<file path="config.mk">
export PLATFORM = sky130hd
export DESIGN_NAME = cfg_timer
export DESIGN_NICKNAME = d
export VERILOG_FILES = /design/src/rtl/cfg_timer_pkg.sv /design/src/rtl/cfg_timer_regs.sv /design/src/rtl/cfg_timer_tick.sv /design/src/rtl/cfg_timer_core.sv /design/src/rtl/cfg_timer_post.sv /design/src/rtl/cfg_timer.sv
export SDC_FILE = /design/constraint.sdc
export NUM_CORES = 1
export LEC_CHECK = 0
export BUFFER_PORTS_ARGS = -buffer_cell sky130_fd_sc_hd__buf_2
export CORE_UTILIZATION = 35
export CTS_BUF_LIST = sky130_fd_sc_hd__clkbuf_4 sky130_fd_sc_hd__clkbuf_8
export DETAILED_ROUTE_END_ITERATION = 6
export PLACE_DENSITY = 0.58
export SLEW_MARGIN = 40
export SYNTH_ARGS = -nofsm -noshare
export SYNTH_HDL_FRONTEND = slang
export SYNTH_HIERARCHICAL = 1
export SYNTH_SLANG_ARGS = --single-unit
export TNS_END_PERCENT = 20
</file>
<file path="constraint.sdc">
create_clock -name clk -period 13.86 [get_ports clk]
set_clock_uncertainty 0.05 [all_clocks]
set_input_delay 4.158 -clock clk [delete_from_list [all_inputs] [get_ports clk]]
set_output_delay 4.158 -clock clk [all_outputs]
set_load 0.01 [all_outputs]
</file>
<file path="src/rtl/cfg_timer_pkg.sv">
package cfg_timer_pkg;
  localparam int unsigned DW     = 32;
  localparam int unsigned ADDR_W = 3;

  localparam logic [ADDR_W-1:0] A_LOAD  = 3'd0;
  localparam logic [ADDR_W-1:0] A_COUNT = 3'd1;
  localparam logic [ADDR_W-1:0] A_CAPT  = 3'd2;
  localparam logic [ADDR_W-1:0] A_CTRL  = 3'd3;
  localparam logic [ADDR_W-1:0] A_CLEAR = 3'd4;

  typedef struct packed {
    logic [7:0] post;
    logic       irq_on_post;
    logic       cap_en;
    logic [4:0] evt_sel;
    logic [2:0] src_sel;
    logic       up;
    logic       en;
    logic       periodic;
    logic [1:0] fmt;
    logic [3:0] psc;
  } ctrl_t;

  function automatic logic [DW-1:0] tod_max(input logic wide);
    tod_max = {(wide ? 8'd255 : 8'd23), 8'd59, 8'd59, 8'd99};
  endfunction

  function automatic logic [DW-1:0] tod_inc(input logic [DW-1:0] v);
    logic [7:0] h, m, s, c;
    {h, m, s, c} = v;
    if (c < 8'd99) c = c + 8'd1;
    else begin
      c = 8'd0;
      if (s < 8'd59) s = s + 8'd1;
      else begin
        s = 8'd0;
        if (m < 8'd59) m = m + 8'd1;
        else begin
          m = 8'd0;
          h = h + 8'd1;
        end
      end
    end
    tod_inc = {h, m, s, c};
  endfunction

  function automatic logic [DW-1:0] tod_dec(input logic [DW-1:0] v);
    logic [7:0] h, m, s, c;
    {h, m, s, c} = v;
    if (c != 8'd0) c = c - 8'd1;
    else begin
      c = 8'd99;
      if (s != 8'd0) s = s - 8'd1;
      else begin
        s = 8'd59;
        if (m != 8'd0) m = m - 8'd1;
        else begin
          m = 8'd59;
          h = h - 8'd1;
        end
      end
    end
    tod_dec = {h, m, s, c};
  endfunction
endpackage

</file>
<file path="src/rtl/cfg_timer_regs.sv">
module cfg_timer_regs
  import cfg_timer_pkg::*;
(
  input  logic              clk,
  input  logic              rst_n,
  input  logic              wr_en,
  input  logic [ADDR_W-1:0] wr_addr,
  input  logic [DW-1:0]     wr_data,
  input  logic [ADDR_W-1:0] rd_addr,
  input  logic              flag,
  input  logic [DW-1:0]     cnt,
  input  logic [DW-1:0]     cap,
  output logic [DW-1:0]     rd_data,
  output ctrl_t             ctrl,
  output logic [DW-1:0]     reload,
  output logic              load,
  output logic [DW-1:0]     load_val,
  output logic              clear,
  output logic              restart
);
  ctrl_t         ctrl_d;
  logic [DW-1:0] reload_d;
  logic          wr_load, wr_ctrl;

  always_comb begin
    wr_load  = wr_en && (wr_addr == A_LOAD);
    wr_ctrl  = wr_en && (wr_addr == A_CTRL);
    clear    = wr_en && (wr_addr == A_CLEAR);
    restart  = wr_ctrl || clear;
    load     = wr_load || clear;
    load_val = wr_load ? wr_data : reload;

    reload_d = wr_load ? wr_data : reload;
    ctrl_d   = ctrl;
    if (wr_ctrl) begin
      ctrl_d.psc         = wr_data[3:0];
      ctrl_d.fmt         = wr_data[5:4];
      ctrl_d.periodic    = wr_data[6];
      ctrl_d.en          = wr_data[7];
      ctrl_d.up          = wr_data[8];
      ctrl_d.src_sel     = wr_data[11:9];
      ctrl_d.evt_sel     = wr_data[16:12];
      ctrl_d.cap_en      = wr_data[17];
      ctrl_d.irq_on_post = wr_data[18];
      if (wr_data[23]) ctrl_d.post = wr_data[31:24];
    end
  end

  always_ff @(posedge clk or negedge rst_n) begin
    if (!rst_n) begin
      ctrl   <= '0;
      reload <= '0;
    end else begin
      ctrl   <= ctrl_d;
      reload <= reload_d;
    end
  end

  always_comb begin
    case (rd_addr)
      A_LOAD:  rd_data = reload;
      A_COUNT: rd_data = cnt;
      A_CAPT:  rd_data = cap;
      A_CTRL:  rd_data = {ctrl.post, 4'b0000, flag, ctrl.irq_on_post,
                          ctrl.cap_en, ctrl.evt_sel, ctrl.src_sel, ctrl.up,
                          ctrl.en, ctrl.periodic, ctrl.fmt, ctrl.psc};
      default: rd_data = '0;
    endcase
  end
endmodule

</file>
<file path="src/rtl/cfg_timer_tick.sv">
module cfg_timer_tick #(
  parameter int unsigned N_SRC = 4,
  parameter int unsigned PSC_W = 4
) (
  input  logic             clk,
  input  logic             rst_n,
  input  logic [N_SRC-1:0] src_tick,
  input  logic [2:0]       src_sel,
  input  logic [PSC_W-1:0] psc,
  input  logic             en,
  input  logic             restart,
  output logic             cnt_tick
);
  localparam int unsigned PRE_W = (1 << PSC_W) - 1;

  logic [N_SRC-1:0] hit;
  logic             src_hit;
  logic [PRE_W-1:0] pre_cnt, pre_cnt_d, mask;

  for (genvar g = 0; g < N_SRC; g++) begin : g_src
    assign hit[g] = src_tick[g] && (src_sel == 3'(g));
  end

  always_comb begin
    src_hit   = |hit;
    mask      = ~({PRE_W{1'b1}} << psc);
    cnt_tick  = en && src_hit && ((pre_cnt & mask) == mask);
    pre_cnt_d = pre_cnt;
    if (restart)             pre_cnt_d = '0;
    else if (en && src_hit)  pre_cnt_d = pre_cnt + 1'b1;
  end

  always_ff @(posedge clk or negedge rst_n) begin
    if (!rst_n) pre_cnt <= '0;
    else        pre_cnt <= pre_cnt_d;
  end
endmodule

</file>
<file path="src/rtl/cfg_timer_core.sv">
module cfg_timer_core
  import cfg_timer_pkg::*;
(
  input  logic          clk,
  input  logic          rst_n,
  input  logic          cnt_tick,
  input  logic          up,
  input  logic          periodic,
  input  logic [1:0]    fmt,
  input  logic [DW-1:0] reload,
  input  logic          load,
  input  logic [DW-1:0] load_val,
  output logic [DW-1:0] cnt,
  output logic          timeout
);
  logic [DW-1:0] cnt_d, top_val, step, wrap;
  logic          at_term, tod;

  always_comb begin
    tod     = fmt[1];
    top_val = tod ? tod_max(fmt[0]) : {DW{1'b1}};
    at_term = up ? (cnt == top_val) : (cnt == '0);
    if (tod) step = up ? tod_inc(cnt) : tod_dec(cnt);
    else     step = up ? cnt + 1'b1 : cnt - 1'b1;
    wrap    = up ? '0 : top_val;
    timeout = cnt_tick && at_term && !load;

    cnt_d = cnt;
    if (load)          cnt_d = load_val;
    else if (cnt_tick) cnt_d = at_term ? (periodic ? reload : wrap) : step;
  end

  always_ff @(posedge clk or negedge rst_n) begin
    if (!rst_n) cnt <= '0;
    else        cnt <= cnt_d;
  end
endmodule

</file>
<file path="src/rtl/cfg_timer_post.sv">
module cfg_timer_post
  import cfg_timer_pkg::*;
#(
  parameter int unsigned N_EVT = 17
) (
  input  logic             clk,
  input  logic             rst_n,
  input  logic             timeout,
  input  logic [7:0]       post_val,
  input  logic             irq_on_post,
  input  logic             clear,
  input  logic             cap_en,
  input  logic [4:0]       evt_sel,
  input  logic [N_EVT-1:0] evt_in,
  input  logic [DW-1:0]    cnt,
  output logic             flag,
  output logic             irq,
  output logic [DW-1:0]    cap
);
  logic [7:0]       post_cnt, post_cnt_d;
  logic             match, flag_d, irq_d;
  logic [N_EVT-1:0] ev_hit;
  logic [DW-1:0]    cap_d;

  for (genvar g = 0; g < N_EVT; g++) begin : g_evt
    assign ev_hit[g] = evt_in[g] && (evt_sel == 5'(g));
  end

  always_comb begin
    match      = timeout && (post_cnt == post_val);
    post_cnt_d = post_cnt;
    flag_d     = flag;
    irq_d      = irq;
    if (clear) begin
      post_cnt_d = '0;
      flag_d     = 1'b0;
      irq_d      = 1'b0;
    end else if (timeout) begin
      post_cnt_d = match ? 8'd0 : post_cnt + 8'd1;
      if (match) flag_d = 1'b1;
      if (match || !irq_on_post) irq_d = 1'b1;
    end
    cap_d = (cap_en && |ev_hit) ? cnt : cap;
  end

  always_ff @(posedge clk or negedge rst_n) begin
    if (!rst_n) begin
      post_cnt <= '0;
      flag     <= 1'b0;
      irq      <= 1'b0;
      cap      <= '0;
    end else begin
      post_cnt <= post_cnt_d;
      flag     <= flag_d;
      irq      <= irq_d;
      cap      <= cap_d;
    end
  end
endmodule

</file>
<file path="src/rtl/cfg_timer.sv">
module cfg_timer
  import cfg_timer_pkg::*;
#(
  parameter int unsigned N_SRC = 4,
  parameter int unsigned N_EVT = 17,
  parameter int unsigned PSC_W = 4
) (
  input  logic              clk,
  input  logic              rst_n,
  input  logic              wr_en,
  input  logic [ADDR_W-1:0] wr_addr,
  input  logic [DW-1:0]     wr_data,
  input  logic [ADDR_W-1:0] rd_addr,
  output logic [DW-1:0]     rd_data,
  input  logic [N_SRC-1:0]  src_tick,
  input  logic [N_EVT-1:0]  evt_in,
  output logic              irq
);
  logic [1:0]    rst_q;
  logic          rst_sync_n;
  ctrl_t         ctrl;
  logic [DW-1:0] reload, load_val, cnt, cap;
  logic          load, clear, restart, cnt_tick, timeout, flag;

  always_ff @(posedge clk or negedge rst_n) begin
    if (!rst_n) rst_q <= 2'b00;
    else        rst_q <= {rst_q[0], 1'b1};
  end
  assign rst_sync_n = rst_q[1];

  cfg_timer_regs u_regs (
    .clk(clk), .rst_n(rst_sync_n), .wr_en(wr_en), .wr_addr(wr_addr),
    .wr_data(wr_data), .rd_addr(rd_addr), .flag(flag), .cnt(cnt), .cap(cap),
    .rd_data(rd_data), .ctrl(ctrl), .reload(reload), .load(load),
    .load_val(load_val), .clear(clear), .restart(restart)
  );

  cfg_timer_tick #(.N_SRC(N_SRC), .PSC_W(PSC_W)) u_tick (
    .clk(clk), .rst_n(rst_sync_n), .src_tick(src_tick),
    .src_sel(ctrl.src_sel), .psc(ctrl.psc[PSC_W-1:0]), .en(ctrl.en),
    .restart(restart), .cnt_tick(cnt_tick)
  );

  cfg_timer_core u_core (
    .clk(clk), .rst_n(rst_sync_n), .cnt_tick(cnt_tick), .up(ctrl.up),
    .periodic(ctrl.periodic), .fmt(ctrl.fmt), .reload(reload), .load(load),
    .load_val(load_val), .cnt(cnt), .timeout(timeout)
  );

  cfg_timer_post #(.N_EVT(N_EVT)) u_post (
    .clk(clk), .rst_n(rst_sync_n), .timeout(timeout), .post_val(ctrl.post),
    .irq_on_post(ctrl.irq_on_post), .clear(clear), .cap_en(ctrl.cap_en),
    .evt_sel(ctrl.evt_sel), .evt_in(evt_in), .cnt(cnt), .flag(flag),
    .irq(irq), .cap(cap)
  );
endmodule

</file>
=== Word-level counts from Yosys, hierarchy flattened ===
Index checks and enable logic that the tools add are counted.

* $add $sub $neg: 12
* Order comparisons: 3
* Equal/unequal tests: 33
* Shift-type cells: 1
* Mux-type cells: 42
* Bitwise gates (word level): 2
* Reduce and logical (&&, ||, !) cells: 56

{| class="wikitable"
|+ Operators with widths
! cell !! number
|-
| 32-bit two-way mux || 10
|-
| 8-bit two-way mux || 22
|-
| 32-bit one-hot mux with 4 select lines || 1
|-
| 8-bit by 1-bit adder with 8-bit output, second input constant || 5
|-
| 5-bit by 4-bit equality test with 1-bit output, second input constant || 8
|-
| 32-bit by 1-bit adder with 32-bit output, second input constant || 1
|-
| 32-bit equality test || 1
|-
| 32-bit zero test || 1
|-
| 32-bit by 1-bit subtractor with 32-bit output, second input constant || 1
|-
| 8-bit by 1-bit subtractor with 8-bit output, second input constant || 4
|-
| 1-bit logical AND || 30
|-
| 15-bit two-way mux || 2
|-
| 5-bit by 3-bit inequality test with 1-bit output, second input constant || 6
|-
| 8-bit nonzero test || 3
|-
| 5-bit by 3-bit equality test with 1-bit output, second input constant || 4
|-
| 17-bit OR reduction || 1
|-
| 8-bit by 6-bit < comparator with 1-bit output, second input constant || 2
|-
| 15-bit by 1-bit adder with 15-bit output, second input constant || 1
|-
| 15-bit AND || 1
|-
| 15-bit equality test || 1
|-
| 3-bit by 2-bit equality test with 1-bit output, second input constant || 5
|-
| 15-bit NOT || 1
|-
| 15-bit by 4-bit left shift with 15-bit output, first input constant || 1
|-
| 5-bit by 2-bit equality test with 1-bit output, second input constant || 2
|-
| other kinds (17) || 35
|}

* Bits in registers: 150

=== Depth between registers and ports, before layout ===
Gate-level depths: netlist (run 1).

* Depth in word-level cells: 12
* Mapped depth: 18
* Mapped depth without buffers: 15

=== Hierarchy ===
The synthesis (run 1) kept the hierarchy.

{| class="wikitable"
|+ By module, submodules not included
! module !! times used !! cells each !! area an instance (sq um) !! sequential area each (sq um)
|-
| cfg_timer_core || 1 || 723 || 5131.2 || 800.8
|-
| cfg_timer_regs || 1 || 215 || 3274.4 || 1476.4
|-
| cfg_timer_post || 1 || 147 || 2049.5 || 1051.0
|-
| cfg_timer_tick || 1 || 117 || 1046.0 || 375.4
|-
| cfg_timer || 1 || 3 || 53.8 || 50.0
|}

=== Least setup slack after synthesis (run 1) ===
OpenSTA, ideal clock, no wires.

* Path type: input port to output port
* From: input rd_addr[0]
* To: output rd_data[0]
* Arrival time: 5.172 ns
* Setup slack: 4.480 ns
* Cell stages on the path: 4
* Path buffers: 2
* Path through: buf_2 -> buf_6 -> mux4_2 -> nor2b_1

* Word-level cells in the longest chain between the ends: 2
* Elaborated cells between the ends (all ways): 5
* Classes of those cells: eq/ne (3); mux (1); reduce/logical (1)

{| class="wikitable"
|+ Ends and longest elaborated chain
! element !! RTL line !! text
|-
| start, declared || cfg_timer.sv:13 || <nowiki>input logic [ADDR_W-1:0] rd_addr,</nowiki>
|-
| 3-bit by 2-bit equality test with 1-bit output (tied with other cells) || cfg_timer_regs.sv:60 || <nowiki>case (rd_addr)</nowiki>
|-
| 32-bit one-hot mux with 4 select lines * || cfg_timer_regs.sv:60 ||
|-
| end, declared || cfg_timer.sv:14 || <nowiki>output logic [DW-1:0] rd_data,</nowiki>
|}

Every way passes the cells marked *; elsewhere a longest branch is shown, timed or not.

=== Final worst setup path (run 1) ===
* From: input rd_addr[1]
* To: output rd_data[17]

Same word-level chain as after synthesis.

==> flow_summary.toml, run 1 <==
[sta]
finalWorstSetupSlack_ns = 4.03
final-setup-viol-count = 0
slew_viol_final = 0
fmax_mhz = 102
finalCritPeriodShare_pct = 71.0
worst_pin_slew_ns = 0.813
rsz0062_at_grt = "false"
hold_violations = 0
slew-limit-headroom_pct = 45.6
tns_ns = 0
final.min_clock_period_ns = 9.83

[finish]
final_core_utilization_pct = 39.2
layout_common_cells = "dfrtp_1, a21oi_1, nand2_1"
layout-drive-gt1-share_pct = 21.3
nNetsFinal = 1368
stdcell_count = 1717
mostFrequentLayoutCell = "dfrtp_1"
area_delta_synth_final_pct = 10.3
antenna_cells = 0

[critical_path]
cp-end-kind = "output port"
cp_data_required_time_ns = 9.65
path_max_fanout = 18
worst-setup-path-type = "input port to output port"
cpMostUsedCell = "buf_2"
crit_path_cell_trace = "buf_2, buf_16, mux4_2, nor2b_1, buf_2"
startpoint_type = "input port"
path_delay_family = "buffers and inverters"
slowest_stage = "mux4_2"
crit_arrival_ns = 5.63
worst-path-buf-inv = 3
max_stage_delay_ns = 0.50

[pwr]
power_density_mw_per_mm2 = 175
p_leak_nw = 5.42
power_mw = 2.23
ir_worst_vdd_mv = 0.0670

[clock_tree]
clock_path_buffers = 2
htree_levels = 4
cts_root_buf = "clkbuf_8"
ctsResizeCount = 0
cts_setup_buffers = 0
clk_latency_ns = 0.47
path_clk_slew_ns = 0.09
cts_tree = "yes"
numCtsBuffers = 17
hold_buffers = 0
cts.sinks = 150

[yosys]
ys_dominant_reg_cell = "dfrtp_1"
ys_ff_latch = 150
synth-async-reset-ratio_pct = 100
syn_area_mm2 = 0.0116
yosysWarningCount = 6
synth_nets = 1310
syn_avg_cell_area_um2 = 9.59
synth_cells = 1205
synth_cell_types = 90
yosysSeqAreaShare_pct = 32.5
synth_edf_count = 0

[route]
drt_wl_total_um = 33200
wl_per_cell_um = 19.4
vias = 9833
drt_iter0_markers = 678
detail_route.first_pass.iterations = 7
drc = 1
ant_nets = 0
via_per_inst = 5.73

[status]
violations = "DRC"
status = "finished with violations"

[placed_design]
gp_congestion = 0.890
port_buffers = 94
pre_cts_ws_ns = 4.01
dp_cells = 1686
dp_hpwl_um = 24300

[die]
core-area_mm2 = 0.0325
ios = 95
die_w_um = 184
rows = 66
die_area_mm2 = 0.0337
start_util_pct = 35.5
die_y_um = 184

[job]
maxCapViolCount = 0

[global_route]
grt_overflow = 0
grt_first_pass_wirelength_um = 53200
antenna_found_initial = 0
grt_usage_pct = 20.0
grt_pass1_vias = 9329
grt_max_degree = 71

[hold_path]
hp-class = "flip-flop to async pin"
[report_power, final]
part	switching, mW	internal, mW	leakage, nW
logic	0.617	0.536	3.36
registers	0.190	0.551	1.87
clock network	0.173	0.162	0.193
[final cells by class]
cell class	count	area, um^2
fill	3324	19800
multi-input combinational	957	7330
sequential	150	3760
timing repair buffer	111	624
tap	442	553
clock buffer	19	249
clock inverter	12	130
inverter	26	97.6
[logic make-up (layout without fill, tap and decap cells)]
group / count (synthesis) / after routing / synth area share, %
adder cells (fa/ha/maj): 43 / 43 / 4.79
AO/OA/AOI/OAI: 328 / 328 / 18.6
flip-flops: 150 / 150 / 32.5
XOR/XNOR: 61 / 61 / 4.62
AND/OR/NAND/NOR: 387 / 387 / 17.9
buffers and inverters: 98 / 168 / 4.23
multiplexers: 137 / 137 / 17.3
other: 1 / 1 / 0.0325
[metal layers]
metal,global-route usage (%),part of all wire [%],vias up
met2,32.4,47,270
met1,27.6,47,4892
met3,2.63,4.5,38
li1,-,-,4633
met4,6.10,1.9,0
met5,0,0,-
[synth_stat cells, types with 16 or more instances]
master / number / share of area [%]
a21o_1: 23 / 1.5
a21oi_1: 115 / 5.0
buf_2: 16 / 0.69
clkbuf_1: 38 / 1.2
dfrtp_1: 150 / 32
ha_1: 41 / 4.4
inv_1: 25 / 0.81
mux2_1: 22 / 2.1
mux2_2: 31 / 3.0
mux2_4: 40 / 5.2
mux4_2: 28 / 5.5
nand2_1: 102 / 3.3
nand3_1: 26 / 1.1
nand4_1: 17 / 0.92
nor2_1: 81 / 2.6
nor2b_1: 39 / 2.1
nor3_1: 18 / 0.78
o21ai_0: 54 / 2.3
xnor2_1: 33 / 2.5
xor2_1: 28 / 2.1
[stage by stage]
stage                     cell area [um^2]  hold slack [ns]
after detailed placement             12400            0.220
after global placement               12300            0.216
after global routing                 12700            0.248
after CTS                            12700            0.232
final                                12700            0.212
after floorplan                      11600            0.281
[flip-flops by register name, indices dropped and copies added (netlist names)]
name             cells
u_regs/reload       32
u_core/cnt          32
u_tick/pre_cnt      15
u_post/flag          1
u_post/cap          32
u_post/irq           1
u_regs/ctrl         27
u_post/post_cnt      8
rst_q                2
[worst paths after layout]
check	slack, ns	startpoint	cells after the start	endpoint
setup / recovery	4.03	rd_addr[1]	5	rd_data[17]
hold / removal	0.21	rst_q[1]$_DFF_PN0_	0	u_tick/pre_cnt[10]$_DFFE_PN0P_
setup reg to reg	9.14	u_regs/ctrl[5]$_DFFE_PN0P_	14	u_post/post_cnt[7]$_DFFE_PN0P_
hold reg to reg	0.21	rst_q[1]$_DFF_PN0_	0	u_tick/pre_cnt[10]$_DFFE_PN0P_
max in group asynchronous	10.26	rst_n	1	rst_q[1]$_DFF_PN0_
min in group clk	0.31	rst_q[0]$_DFF_PN0_	0	rst_q[1]$_DFF_PN0_
Note: power is estimated with default switching activity, not from simulation.
==> run 2, diff against run 1 <==
Settings changed: PLACE_DENSITY 0.58 to 0.6.
Clock period 13.86 ns to 8.3 ns, I/O delays scaled along.
==> flow_summary.toml, run 2 (synthesis results as in run 1) <==
[status]
status = "finished clean"

[die]
die_w_um = 184
ios = 95
die_area_mm2 = 0.0337
rows = 66
core-area_mm2 = 0.0325
die_y_um = 184
start_util_pct = 35.5

[sta]
slew_viol_final = 0
final-setup-viol-count = 0
worst_pin_slew_ns = 0.821
tns_ns = 0
fmax_mhz = 155
finalWorstSetupSlack_ns = 1.86
final.min_clock_period_ns = 6.44
finalCritPeriodShare_pct = 77.5
slew-limit-headroom_pct = 45.1
rsz0062_at_grt = "false"
hold_violations = 0

[finish]
final_area_mm2 = 0.0127
antenna_cells = 0
layout-drive-gt1-share_pct = 21.4
n_fill_cell = 3296
mostFrequentLayoutCell = "dfrtp_1"
nNetsFinal = 1365
stdcell_count = 1715
layout_common_cells = "dfrtp_1, a21oi_1, nand2_1"
top_regs = "u_core/cnt (32), u_post/cap (32), u_regs/reload (32)"
area_delta_synth_final_pct = 10.2

[route]
ant_nets = 0
detail_route.first_pass.iterations = 5
vias = 9889
via_per_inst = 5.77
wl_per_cell_um = 19.4
drt_wl_total_um = 33300
drt_iter0_markers = 713
drc = 0

[pwr]
p_leak_nw = 5.40
power_mw = 3.73
ir_worst_vdd_mv = 0.113
power_density_mw_per_mm2 = 293

[placed_design]
place_area_mm2 = 0.0123
port_buffers = 94
pre_cts_ws_ns = 1.84
gp_congestion = 0.885
dp_cells = 1683
dp_hpwl_um = 24300

[clock_tree]
cts_setup_buffers = 0
clock_path_buffers = 2
cts.sinks = 150
clk_latency_ns = 0.47
numCtsBuffers = 17
hold_buffers = 0
cts_root_buf = "clkbuf_8"
cts_tree = "yes"
path_clk_slew_ns = 0.09
htree_levels = 4
ctsResizeCount = 0

[hold_path]
hp-class = "flip-flop to async pin"

[job]
maxCapViolCount = 0

[critical_path]
cp-end-kind = "output port"
ff2ff_path_depth = 16
regToRegSetupSlack_ns = 3.91
path_max_fanout = 33
worst-setup-path-type = "input port to output port"
cp_data_required_time_ns = 5.76
crit_start = "rd_addr[0]"
startpoint_type = "input port"
reg2reg_from = "u_regs/ctrl[9]$_DFFE_PN0P_"
crit_arrival_ns = 3.90

[global_route]
grt_max_degree = 78
grt_usage_pct = 20.0
antenna_found_initial = 0
grt_overflow = 0
grt_pass1_vias = 9546
grt_first_pass_wirelength_um = 53400
run 2: cell types whose count changed in the layout (fill, tap and decap cells not counted), moves of 2 or more:
cell	before	now
clkbuf_8	17	20
clkinvlp_4	2	5
nor2_1	81	79
clkinv_4	3	1
buf_4	16	14
clkinv_2	4	0
nor2_2	1	3
run 2: layout make-up:
cell class | instances | area [um^2] | share of cell area [%]
Sequential cell | 150 | 3760 | 29.5
Clock inverter | 9 | 93.8 | 0.737
Inverter | 26 | 97.6 | 0.766
Multi-Input combinational cell | 957 | 7340 | 57.6
Clock buffer | 23 | 298 | 2.34
Tap cell | 442 | 553 | 4.34
Timing Repair Buffer | 108 | 597 | 4.69
run 2: layer usage:
| metal | vias to the layer above | track usage (%) | part of all wire, % |
|---|---|---|---|
| li1 | 4627 | - | - |
| met1 | 4941 | 27.9 | 47 |
| met2 | 287 | 32.3 | 47 |
| met3 | 34 | 2.77 | 4.6 |
| met4 | 0 | 5.87 | 1.6 |
| met5 | - | 0 | 0 |
run 2: critical path, cell delays in order:
cell and delay (ns):
buf_4 0.47, mux4_2 0.57, nor2b_1 0.15, buf_2 0.17
run 2: final timing paths:
check	to
max reg2reg	u_post/post_cnt[7]$_DFFE_PN0P_
min	u_tick/pre_cnt[14]$_DFFE_PN0P_
min reg2reg	u_tick/pre_cnt[14]$_DFFE_PN0P_
max	rd_data[12]
min in group clk	rst_q[1]$_DFF_PN0_
max in group asynchronous	rst_q[1]$_DFF_PN0_
run 2: where the power goes:
part | total, mW | internal (mW) | switching [mW]
sequential | 1.25 | 0.920 | 0.331
combinational | 1.91 | 0.890 | 1.02
clock | 0.564 | 0.273 | 0.291
total | 3.73 | 2.08 | 1.64
run 2: metrics by stage:
step / utilization (%) / hold slack (ns)
after floorplan: - / 0.281
after global placement: 37.8 / 0.297
after detailed placement: 37.9 / 0.225
after CTS: 39.1 / 0.227
after global routing: 39.1 / 0.249
final: 39.1 / 0.217
==> run 3, diff against run 2 <==
Clock period 8.3 ns to 5.3 ns, I/O delays scaled along.
==> flow_summary.toml, run 3 (synthesis results as in run 1) <==
[status]
status = "finished clean"

[global_route]
grt_usage_pct = 20.2
grt_max_degree = 69
grt_first_pass_wirelength_um = 53700
antenna_found_initial = 0
grt_overflow = 0
grt_pass1_vias = 9518

[die]
die_w_um = 184
rows = 66
start_util_pct = 35.5
die_area_mm2 = 0.0337
core-area_mm2 = 0.0325
die_y_um = 184
ios = 95

[finish]
layout_common_cells = "dfrtp_1, a21oi_1, nand2_1"
antenna_cells = 0
area_delta_synth_final_pct = 10.6
top_regs = "u_core/cnt (32), u_post/cap (32), u_regs/reload (32)"
layout-drive-gt1-share_pct = 21.9
mostFrequentLayoutCell = "dfrtp_1"
nNetsFinal = 1373

[sta]
tns_ns = 0
slew_viol_final = 0
slew-limit-headroom_pct = 46.1
final-setup-viol-count = 0
rsz0062_at_grt = "false"
worst_pin_slew_ns = 0.808
fmax_mhz = 214
hold_violations = 0
holdWs_ns = 0.295
finalCritPeriodShare_pct = 88.1
final.min_clock_period_ns = 4.67
finalWorstSetupSlack_ns = 0.630

[clock_tree]
path_clk_slew_ns = 0.08
ctsResizeCount = 0
clk_latency_ns = 0.46
htree_levels = 4
hold_buffers = 0
cts_setup_buffers = 0
numCtsBuffers = 17
cts_tree = "yes"
cts.sinks = 150
cts_root_buf = "clkbuf_8"
clock_path_buffers = 2

[critical_path]
cp_data_required_time_ns = 3.66
cp-end-kind = "output port"
crit_arrival_ns = 3.03
cpMostUsedCell = "buf_2"
slowest_stage = "mux4_2"
max_stage_delay_ns = 0.52
startpoint_type = "input port"
crit_path_cell_trace = "buf_2, buf_12, mux4_2, nor2b_1, buf_2"
path_max_fanout = 22
worst-setup-path-type = "input port to output port"

[route]
drt_wl_total_um = 34000
wl_per_cell_um = 19.7
vias = 9987
detail_route.first_pass.iterations = 6
drc = 0
drt_iter0_markers = 653
via_per_inst = 5.80
ant_nets = 0

[pwr]
pwr-share-comb_pct = 51.5
p_leak_nw = 5.43
intPower_mw = 3.26
share_clk_of_total_power_pct = 14.9
seq_power_share_pct = 33.6
ir_worst_vdd_mv = 0.178
power_density_mw_per_mm2 = 458
power.switching_mw = 2.59
switching_share_pct = 44.3

[hold_path]
hp-class = "flip-flop to async pin"

[placed_design]
gp_congestion = 0.914
port_buffers = 94
pre_cts_ws_ns = 0.629
dp_hpwl_um = 24700

[job]
maxCapViolCount = 0
[run 3: area by class of cell]
cell class,count,area [um^2]
fill,3297,19800
multi-input combinational,957,7340
sequential,150,3760
timing repair buffer,116,648
tap,442,553
clock buffer,22,290
inverter,26,97.6
clock inverter,10,96.3
[run 3: through the flow]
step                utilization [%]  power (mW)  instance area, um^2  cells
detailed placement             38.1        4.94                12400   1691
CTS                            39.3        5.83                12800   1723
global route                   39.3        6.24                12800   1723
global placement               38.1        4.90                12400   1691
finish                         39.3        5.85                12800   1723
floorplan                         -        4.11                11600   1205
[run 3: per-layer routing]
metal	share of wire, %	vias up	global-route usage (%)
li1	-	4642	-
met4	1.6	0	6.17
met1	47	4980	27.6
met5	0	-	0
met3	4.7	31	2.40
met2	47	334	33.5
[run 3: power by group through the flow]
| stage | logic (mW) | clock network (mW) | registers [mW] |
|---|---|---|---|
| global placement | 2.92 | 0 | 1.97 |
| detailed placement | 2.96 | 0 | 1.98 |
| CTS | 2.97 | 0.898 | 1.96 |
| global route | 3.28 | 0.942 | 2.01 |
| finish | 3.02 | 0.871 | 1.96 |
| floorplan | 2.41 | 0 | 1.70 |
[run 3: final timing paths]
kind | from | cells after the start | end | slack (ns)
max in group asynchronous | rst_q[1]$_DFF_PN0_ | 1 | u_core/cnt[19]$_DFFE_PN0P_ | 3.73
min in group clk | rst_q[0]$_DFF_PN0_ | 0 | rst_q[1]$_DFF_PN0_ | 0.31
hold / removal | rst_q[1]$_DFF_PN0_ | 0 | u_tick/pre_cnt[7]$_DFFE_PN0P_ | 0.30
hold reg to reg | rst_q[1]$_DFF_PN0_ | 0 | u_tick/pre_cnt[7]$_DFFE_PN0P_ | 0.30
setup / recovery | rd_addr[0] | 5 | rd_data[11] | 0.63
setup reg to reg | u_regs/ctrl[8]$_DFFE_PN0P_ | 12 | u_core/cnt[19]$_DFFE_PN0P_ | 1.21
[run 3: worst max-delay path: cells and delay by family]
| family | cells | cell delay (ns) |
|---|---|---|
| multiplexers | 1 | 0.52 |
| buffers and inverters | 3 | 0.74 |
| AND/OR/NAND/NOR | 1 | 0.14 |
